--- src/rtl/ahf_pkg.sv ---
package ahf_pkg;
    localparam int ADDR_BYTES = 6;
    localparam int ADDR_BITS  = 8 * ADDR_BYTES;
    localparam int CRC_W      = 32;
    localparam int IDX_W      = 6;
    localparam int CNT_W      = $clog2(ADDR_BITS);
    localparam logic [CRC_W-1:0] CRC_INIT = 32'hFFFF_FFFF;
    localparam logic [CRC_W-1:0] CRC_POLY = 32'hEDB8_8320;

    typedef struct packed {
        logic                 busy;
        logic                 done;
        logic                 accept;
        logic                 hash_hit;
        logic                 sta_eq;
        logic                 grp;
        logic [CNT_W-1:0]     cnt;
        logic [ADDR_BITS-1:0] sr;
        logic [CRC_W-1:0]     crc;
    } ahf_state_t;
endpackage

--- src/rtl/ahf_bit_order.sv ---
module ahf_bit_order #(
    parameter int NBYTES = 6
) (
    input  logic [8*NBYTES-1:0] addr,
    output logic [8*NBYTES-1:0] serial
);
    for (genvar k = 0; k < NBYTES; k++) begin : g_byte
        for (genvar j = 0; j < 8; j++) begin : g_bit
            assign serial[8*k+j] = addr[8*(NBYTES-1-k)+j];
        end
    end
endmodule

--- src/rtl/ahf_crc_step.sv ---
module ahf_crc_step #(
    parameter int               W    = 32,
    parameter logic [W-1:0]     POLY = 32'hEDB8_8320
) (
    input  logic         in_bit,
    input  logic [W-1:0] crc_in,
    output logic [W-1:0] crc_out
);
    always_comb begin
        crc_out = crc_in >> 1;
        if (in_bit ^ crc_in[0]) begin
            crc_out = crc_out ^ POLY;
        end
    end
endmodule

--- src/rtl/ahf_hash_lookup.sv ---
module ahf_hash_lookup #(
    parameter int IDX_W = 6
) (
    input  logic [IDX_W-1:0]        idx,
    input  logic [2**(IDX_W-1)-1:0] tbl_lo,
    input  logic [2**(IDX_W-1)-1:0] tbl_hi,
    output logic                    bit_set
);
    localparam int SUB_W = IDX_W - 1;
    logic [SUB_W-1:0] pos;
    assign pos     = idx[SUB_W-1:0];
    assign bit_set = idx[IDX_W-1] ? tbl_hi[pos] : tbl_lo[pos];
endmodule

--- src/rtl/ahf_station_cmp.sv ---
module ahf_station_cmp #(
    parameter int NBYTES = 6
) (
    input  logic [8*NBYTES-1:0] addr,
    input  logic [8*NBYTES-1:0] station,
    output logic                equal
);
    logic [NBYTES-1:0] byte_eq;
    for (genvar k = 0; k < NBYTES; k++) begin : g_cmp
        assign byte_eq[k] = (addr[8*k +: 8] == station[8*k +: 8]);
    end
    assign equal = &byte_eq;
endmodule

--- src/rtl/addr_hash_filter.sv ---
module addr_hash_filter
    import ahf_pkg::*;
(
    input  logic                 clk,
    input  logic                 rst_n,
    input  logic                 start,
    input  logic [ADDR_BITS-1:0] dst_addr,
    input  logic [31:0]          sta_word0,
    input  logic [31:0]          sta_word1,
    input  logic [31:0]          hash_lo,
    input  logic [31:0]          hash_hi,
    output logic                 busy,
    output logic                 done,
    output logic                 accept,
    output logic                 hash_hit
);
    localparam logic [CNT_W-1:0] LAST_CNT = CNT_W'(ADDR_BITS - 1);

    ahf_state_t s_d, s_q;

    logic [ADDR_BITS-1:0] serial_addr;
    logic [ADDR_BITS-1:0] station;
    logic                 sta_equal;
    logic [CRC_W-1:0]     crc_nxt;
    logic                 tbl_bit;

    assign station = {sta_word0, sta_word1[31:16]};

    ahf_bit_order #(.NBYTES(ADDR_BYTES)) u_order (
        .addr   (dst_addr),
        .serial (serial_addr)
    );

    ahf_station_cmp #(.NBYTES(ADDR_BYTES)) u_cmp (
        .addr    (dst_addr),
        .station (station),
        .equal   (sta_equal)
    );

    ahf_crc_step #(.W(CRC_W), .POLY(CRC_POLY)) u_crc (
        .in_bit  (s_q.sr[0]),
        .crc_in  (s_q.crc),
        .crc_out (crc_nxt)
    );

    ahf_hash_lookup #(.IDX_W(IDX_W)) u_tbl (
        .idx     (crc_nxt[CRC_W-1 -: IDX_W]),
        .tbl_lo  (hash_lo),
        .tbl_hi  (hash_hi),
        .bit_set (tbl_bit)
    );

    always_comb begin
        s_d      = s_q;
        s_d.done = 1'b0;
        if (!s_q.busy) begin
            if (start) begin
                s_d.busy   = 1'b1;
                s_d.cnt    = '0;
                s_d.crc    = CRC_INIT;
                s_d.sr     = serial_addr;
                s_d.sta_eq = sta_equal;
                s_d.grp    = serial_addr[0];
            end
        end else begin
            s_d.crc = crc_nxt;
            s_d.sr  = s_q.sr >> 1;
            s_d.cnt = s_q.cnt + 1'b1;
            if (s_q.cnt == LAST_CNT) begin
                s_d.busy = 1'b0;
                s_d.done = 1'b1;
                if (s_q.grp) begin
                    s_d.accept   = 1'b0;
                    s_d.hash_hit = 1'b0;
                end else if (s_q.sta_eq) begin
                    s_d.accept   = 1'b1;
                    s_d.hash_hit = 1'b0;
                end else begin
                    s_d.accept   = tbl_bit;
                    s_d.hash_hit = tbl_bit;
                end
            end
        end
    end

    always_ff @(posedge clk) begin
        if (!rst_n) begin
            s_q <= '0;
        end else begin
            s_q <= s_d;
        end
    end

    assign busy     = s_q.busy;
    assign done     = s_q.done;
    assign accept   = s_q.accept;
    assign hash_hit = s_q.hash_hit;
endmodule

--- config.mk ---
export PLATFORM = sky130hd
export DESIGN_NAME = addr_hash_filter
export DESIGN_NICKNAME = d
export VERILOG_FILES = /design/src/rtl/ahf_pkg.sv /design/src/rtl/ahf_bit_order.sv /design/src/rtl/ahf_crc_step.sv /design/src/rtl/ahf_hash_lookup.sv /design/src/rtl/ahf_station_cmp.sv /design/src/rtl/addr_hash_filter.sv
export SDC_FILE = /design/constraint.sdc
export NUM_CORES = 1
export LEC_CHECK = 0
export BUFFER_PORTS_ARGS = -buffer_cell sky130_fd_sc_hd__buf_4
export CORE_AREA = 2 2 102 123
export DETAILED_ROUTE_END_ITERATION = 7
export DIE_AREA = 0 0 104 125
export HOLD_SLACK_MARGIN = 0.03
export PLACE_DENSITY = 0.78
export SLEW_MARGIN = 10
export SYNTH_ARGS = -nofsm -noshare
export SYNTH_HDL_FRONTEND = slang
export SYNTH_SLANG_ARGS = --single-unit
--- constraint.sdc ---
create_clock -name clk -period 2.3 [get_ports clk]
set_clock_uncertainty 0.2 [all_clocks]
set_input_delay 0.23 -clock clk [delete_from_list [all_inputs] [get_ports clk]]
set_output_delay 0.23 -clock clk [all_outputs]
set_load 0.02 [all_outputs]
==> impl_metrics.toml, run 1 <==
[outcome]
status = "finished, final reports clean"

[critical_path]
rr_worst_depth = 6
cp_cell_sequence = "mux4_2, a311o_1, a31o_1, and4_4, o311ai_2, o22ai_1"
cp-end-kind = "flip-flop"
cp-startpoint = "s_q[28]"
critPathCapture = "accept"
timing.rr.start = "s_q[28]"
cp_max_fo = 2
cpPeakStageDelay_ns = 0.50
reg2reg_slack_ns = 0.09
crit_required_ns = 2.31
path_class = "reg -> reg"
start_kind = "flip-flop"
cp.arrival_ns = 2.22
timing.rr.end = "accept"
slowest_stage = "mux4_2"

[yosys]
synth_area_leader_cell = "dfxtp_1"
synth_ff_type = "dfxtp_1"
ys_seq_elements = 92
synth_top_area_share_pct = 34.64
ys_warn_count = 0
synth_area_per_cell_um2 = 8.618
synth_top_cells_by_count = "124 x nor2_1, 92 x dfxtp_1, 67 x a21oi_1"
postSynth.asyncResetShare_pct = 0
yosysSeqAreaShare_pct = 34.64
synth_area_um2 = 5318
synth_cells = 617
synth_cell_types = 42
synth.net_count = 797
synthTopCellsByArea = "dfxtp_1 35%, mux2i_1 11%, mux4_2 8.9%, nor2_1 8.8%, xnor2_1 7.4%"
synth_edf_count = 0
yosysMostFrequentCell = "nor2_1"

[routing]
drtIter0Drc = 263
num_vias = 5058
wl_per_cell_um = 16.03
vias_per_cell = 5.492
drc = 0
routed_wirelength_um = 14760
drt.antenna.violating_nets = 0
drt-pass1-iter-count = 6

[job]
drv_cap = 0

[sta]
finalCritPeriodShare_pct = 95.95
tns_ns = 0
timing.final.ws_setup_ns = 0.09309
slew_headroom_pct = 45.65
worstMarginPinSlew_ns = 0.8078
slew_viol_final = 0
timing.fmax_mhz = 453.1
hold_viol = 0
fin_crit_ns = 2.207
setup_viol = 0
rsz0062_at_grt = "no"

[grt]
grt_pass1_vias = 4884
grt-ovfl-total = 0
grtUsageTotal_pct = 22.34
antenna_found_initial = 0
grt_max_degree = 152
grt_pass1_wl_um = 23690

[cts]
cts_tree = "yes"
htreeDepth = 3
clk_pin_slew_worst_paths_ns = 0.06
clk_path_buf_depth = 2
cts.sinks = 92
clock_latency_ns = 0.34
root_buffer = "clkbuf_16"
cts_buffers = 9

[floorplanning]
dieArea_um2 = 13000
coreArea_um2 = 11890
die_x_um = 104
start_util_pct = 44.72
die_y_um = 125
row_count = 44
io_pins = 183

[layout]
n_antenna_cell = 0
layout.nets = 935
drive_gt1_share_pct = 29.08
syn2layout_area_growth_pct = 33.29
final_area_um2 = 7088
utilization_pct = 59.61

[power_and_ir_drop]
leakagePower_nw = 3.008
worst_ir_drop_vdd_mv = 0.4295
power_density_nw_per_um2 = 648.9

[placement]
io_buffers = 166
pre_cts_ws_ns = 0.006912
dp_hpwl_um = 10870
gp_congestion = 0.9013
place_area_um2 = 6705

[hold_path]
hold_path_class = "in -> reg"
## report_power, final
group | internal, mW | switching [mW]
combinational | 0.574 | 0.514
sequential | 1.71 | 0.0851
clock | 1.12 | 0.595
## how the worst min path moves through the flow
| stage | start | endpoint | slack (ns) | depth (start not counted) |
|---|---|---|---|---|
| 6_report | dst_addr[12] | s_q[68] | 0.07 | 5 |
| 5_1_grt | dst_addr[8] | s_q[64] | 0.09 | 5 |
| 4_1_cts | dst_addr[12] | s_q[68] | 0.06 | 5 |
| 3_5_place_dp | s_q[33] | s_q[32] | 0.27 | 2 |
| 3_3_place_gp | s_q[76] | s_q[75] | 0.26 | 2 |
| 2_1_floorplan | dst_addr[40] | s_q[86] | 0.17 | 2 |
## cell families (layout without fill, tap and decap cells)
family / count (synthesis) / count (layout) / share of synthesized area, %
xor+xnor: 62 / 62 / 10.21
simple gates: 202 / 202 / 16.85
buf+inv: 57 / 200 / 4.424
flops: 92 / 92 / 34.64
fa+ha+maj: 1 / 1 / 0.2353
mux: 80 / 80 / 20.00
compound gates: 123 / 123 / 13.65
## cell type report
cell class	count	area, µm²
sequential	92	1848
timing repair buffer	179	1411
clock inverter	4	95.09
multi-input combinational	468	3257
tap	161	201.4
fill	1048	4803
inverter	5	18.77
clock buffer	12	256.5
## layer usage
| layer | share of wire, % | global-route usage, % |
|---|---|---|
| met1 | 41 | 26.09 |
| met2 | 50 | 38.93 |
| met3 | 6.8 | 5.683 |
| met4 | 2.9 | 9.300 |
| met5 | 0 | 0 |
## layout by cell type (no fill, tap or decap), types with 2 or more instances in the layout
cell type and instances:
buf_4 172, nor2_1 124, dfxtp_1 89, a21oi_1 67, mux2i_1 59, xnor2_1 45, nor3_1 24, o21ai_0 23
mux4_2 21, xor2_1 16, o31ai_1 14, nand3_1 12, nand4_1 10, nand2_1 9, clkbuf_16 9, nor2b_1 6
nor4_1 6, and3_1 5, buf_12 5, inv_1 4, a2111oi_0 3, bufinv_16 3, nand3b_1 2, nor3b_1 2
a31oi_1 2, o311ai_2 2, clkbuf_8 2, dlygate4sd3_1 2, dfxtp_2 2
## state kept, by name, indices dropped and copies added (netlist names)
name      flops
s_q          88
accept        1
done          1
busy          1
hash_hit      1
## what timing repair did
item                       4_1_cts  5_1_grt
hold buffers                     2        0
gates cloned                     0        0
gates resized for setup          1        3
hold endpoints to repair         2        0
setup buffers                    0        0
setup endpoints to repair        1        2
## worst max-delay path: cells and delay by family, from the launching register on
family	cells	cell delay [ns]
compound gates	4	0.88
flops	1	0.36
mux	1	0.50
simple gates	1	0.16
## stage by stage
stage	power, mW	std cells	hold slack [ns]
6_report	4.599	921	0.06733
5_1_grt	4.809	921	0.08575
4_1_cts	4.626	921	0.05778
3_5_place_dp	2.899	903	0.2709
3_3_place_gp	2.863	903	0.2597
2_1_floorplan	2.480	617	0.1739
Power figures use the tool's default switching activity.
==> inputs of run 2 (changes only) <==
- CORE_AREA: 2 2 102 123 -> 2 2 111 113
- DIE_AREA: 0 0 104 125 -> 0 0 113 115
- SLEW_MARGIN: 10 -> not set
==> run 2 against run 1 <==
  * The flow now finishes with violations (DRC)
  * Fmax is essentially flat
  * Non-clock buffer count increased by 11
  * Clock-buffer cell count decreased by 1
  * Clock power shrank 12%
  * Combinational power about the same
  * Worst hold slack better by 0.0017 ns
  * Cell count fell by 0.33%
  * Flip-flop and latch count is the same
  * Sequential power is essentially flat
==> impl_metrics.toml, run 2 (same netlist as run 1, synthesis figures left out) <==
[outcome]
status = "finished with violations"
failed_checks = "DRC"

[cts]
cts_buffers = 9
clk_pin_slew_worst_paths_ns = 0.07
clk_path_buf_depth = 2
htreeDepth = 3
root_buffer = "clkbuf_16"
cts_tree = "yes"
clock_latency_ns = 0.34
cts.sinks = 92

[layout]
n_antenna_cell = 0
largest-register = "s_q"
layout_commonest_cell = "buf_4"
syn2layout_area_growth_pct = 33.69
mostFrequentLayoutCells = "185 x buf_4, 124 x nor2_1, 87 x dfxtp_1, 67 x a21oi_1, 59 x mux2i_1"
drive_gt1_share_pct = 30.61
layout.nets = 946
largest_reg_flops = 88

[sta]
setup_viol = 0
rsz0062_at_grt = "no"
tns_ns = 0
finalCritPeriodShare_pct = 96.00
fin_crit_ns = 2.208
slew_headroom_pct = 55.86
slew_viol_final = 0
worstMarginPinSlew_ns = 0.6621
hold_viol = 0
timing.final.ws_setup_ns = 0.09196
timing.fmax_mhz = 452.9

[job]
drv_cap = 0

[routing]
drtIter0Drc = 292
num_vias = 5101
wl_per_cell_um = 16.06
routed_wirelength_um = 14740
drt-pass1-iter-count = 7
drc = 9
drt.antenna.violating_nets = 0
vias_per_cell = 5.557

[power_and_ir_drop]
power_density_nw_per_um2 = 622.7
leakagePower_nw = 3.044
worst_ir_drop_vdd_mv = 0.3618

[critical_path]
path_class = "reg -> reg"
cp-end-kind = "flip-flop"
cp.arrival_ns = 2.22
cp_cell_sequence = "mux4_2, a311o_1, a31o_1, and4_4, o311ai_2, o22ai_1"
cpPeakStageDelay_ns = 0.50
rr_worst_depth = 6
slowest_stage = "mux4_2"
start_kind = "flip-flop"
crit_required_ns = 2.31
cp_max_fo = 4

[floorplanning]
start_util_pct = 45.02
die_y_um = 115
dieArea_um2 = 13000
row_count = 40
coreArea_um2 = 11810
die_x_um = 113
io_pins = 183

[grt]
grtUsageTotal_pct = 22.42
grt-ovfl-total = 0
grt_max_degree = 74
antenna_found_initial = 0
grt_pass1_wl_um = 23630
grt_pass1_vias = 4932

[placement]
pre_cts_ws_ns = 0.002649
gp_congestion = 0.9032
io_buffers = 166
dp_hpwl_um = 11040

[hold_path]
hold_depth = 5
hold_path_class = "in -> reg"
==> run 2: cell types whose count changed in the layout (fill, tap and decap cells not counted), sizes merged <==
cell	delta
buf	+11
bufinv	-2
clkbuf	-1
clkinv	+2
inv	+1
==> run 2: area by class of cell <==
cell class	count	area, µm²
Clock buffer	11	252.7
Clock inverter	5	58.81
Fill cell	997	4702
Inverter	5	18.77
Multi-Input combinational cell	468	3273
Sequential cell	92	1853
Tap cell	147	183.9
Timing Repair Buffer	190	1469
==> run 2: path summary, 6_finish.rpt <==
path / slack, ns / endpoint / startpoint
hold / removal: 0.07 / s_q[43] / dst_addr[35]
hold reg to reg: 0.29 / s_q[18] / s_q[18]
setup / recovery: 0.09 / accept / s_q[28]
setup reg to reg: 0.09 / accept / s_q[28]
==> run 2: where the power goes <==
group	leakage [nW]	switching (mW)	total [mW]	internal [mW]
Sequential	0.761	0.0879	1.80	1.71
Combinational	2.13	0.520	1.11	0.592
Clock	0.156	0.614	1.52	0.904
Total	3.04	1.22	4.43	3.21
==> run 2: repair_timing <==
item / CTS / global route
buffers inserted: 0 / 0
hold endpoints to repair: 2 / 0
resized for setup: 1 / 7
hold buffers: 2 / 0
setup endpoints to repair: 1 / 2
==> run 2: critical path: cells and delay by family, from the launching register on <==
| family | cells | cell delay [ns] |
|---|---|---|
| compound gates | 4 | 0.84 |
| mux | 1 | 0.50 |
| flops | 1 | 0.38 |
| simple gates | 1 | 0.16 |
==> run 2: metal layers <==
metal  global-route usage, %  vias up  share of wire [%]
met3                   3.901       22                6.0
met2                   40.88      192                 52
met4                   6.748        0                1.5
li1                        -     2486                  -
met1                   27.10     2401                 40
met5                       0        -                  0
==> run 2: stage by stage <==
step	total power [mW]	hold WS, ns	utilization (%)	area [µm²]	cells
detailed placement	2.917	0.2741	57.12	6746	900
global route	4.628	0.1024	60.19	7109	918
CTS	4.436	0.06366	59.94	7079	918
global placement	2.872	0.2592	57.12	6746	900
floorplan	2.480	0.1739	-	5318	617
finish	4.427	0.06903	60.19	7109	918
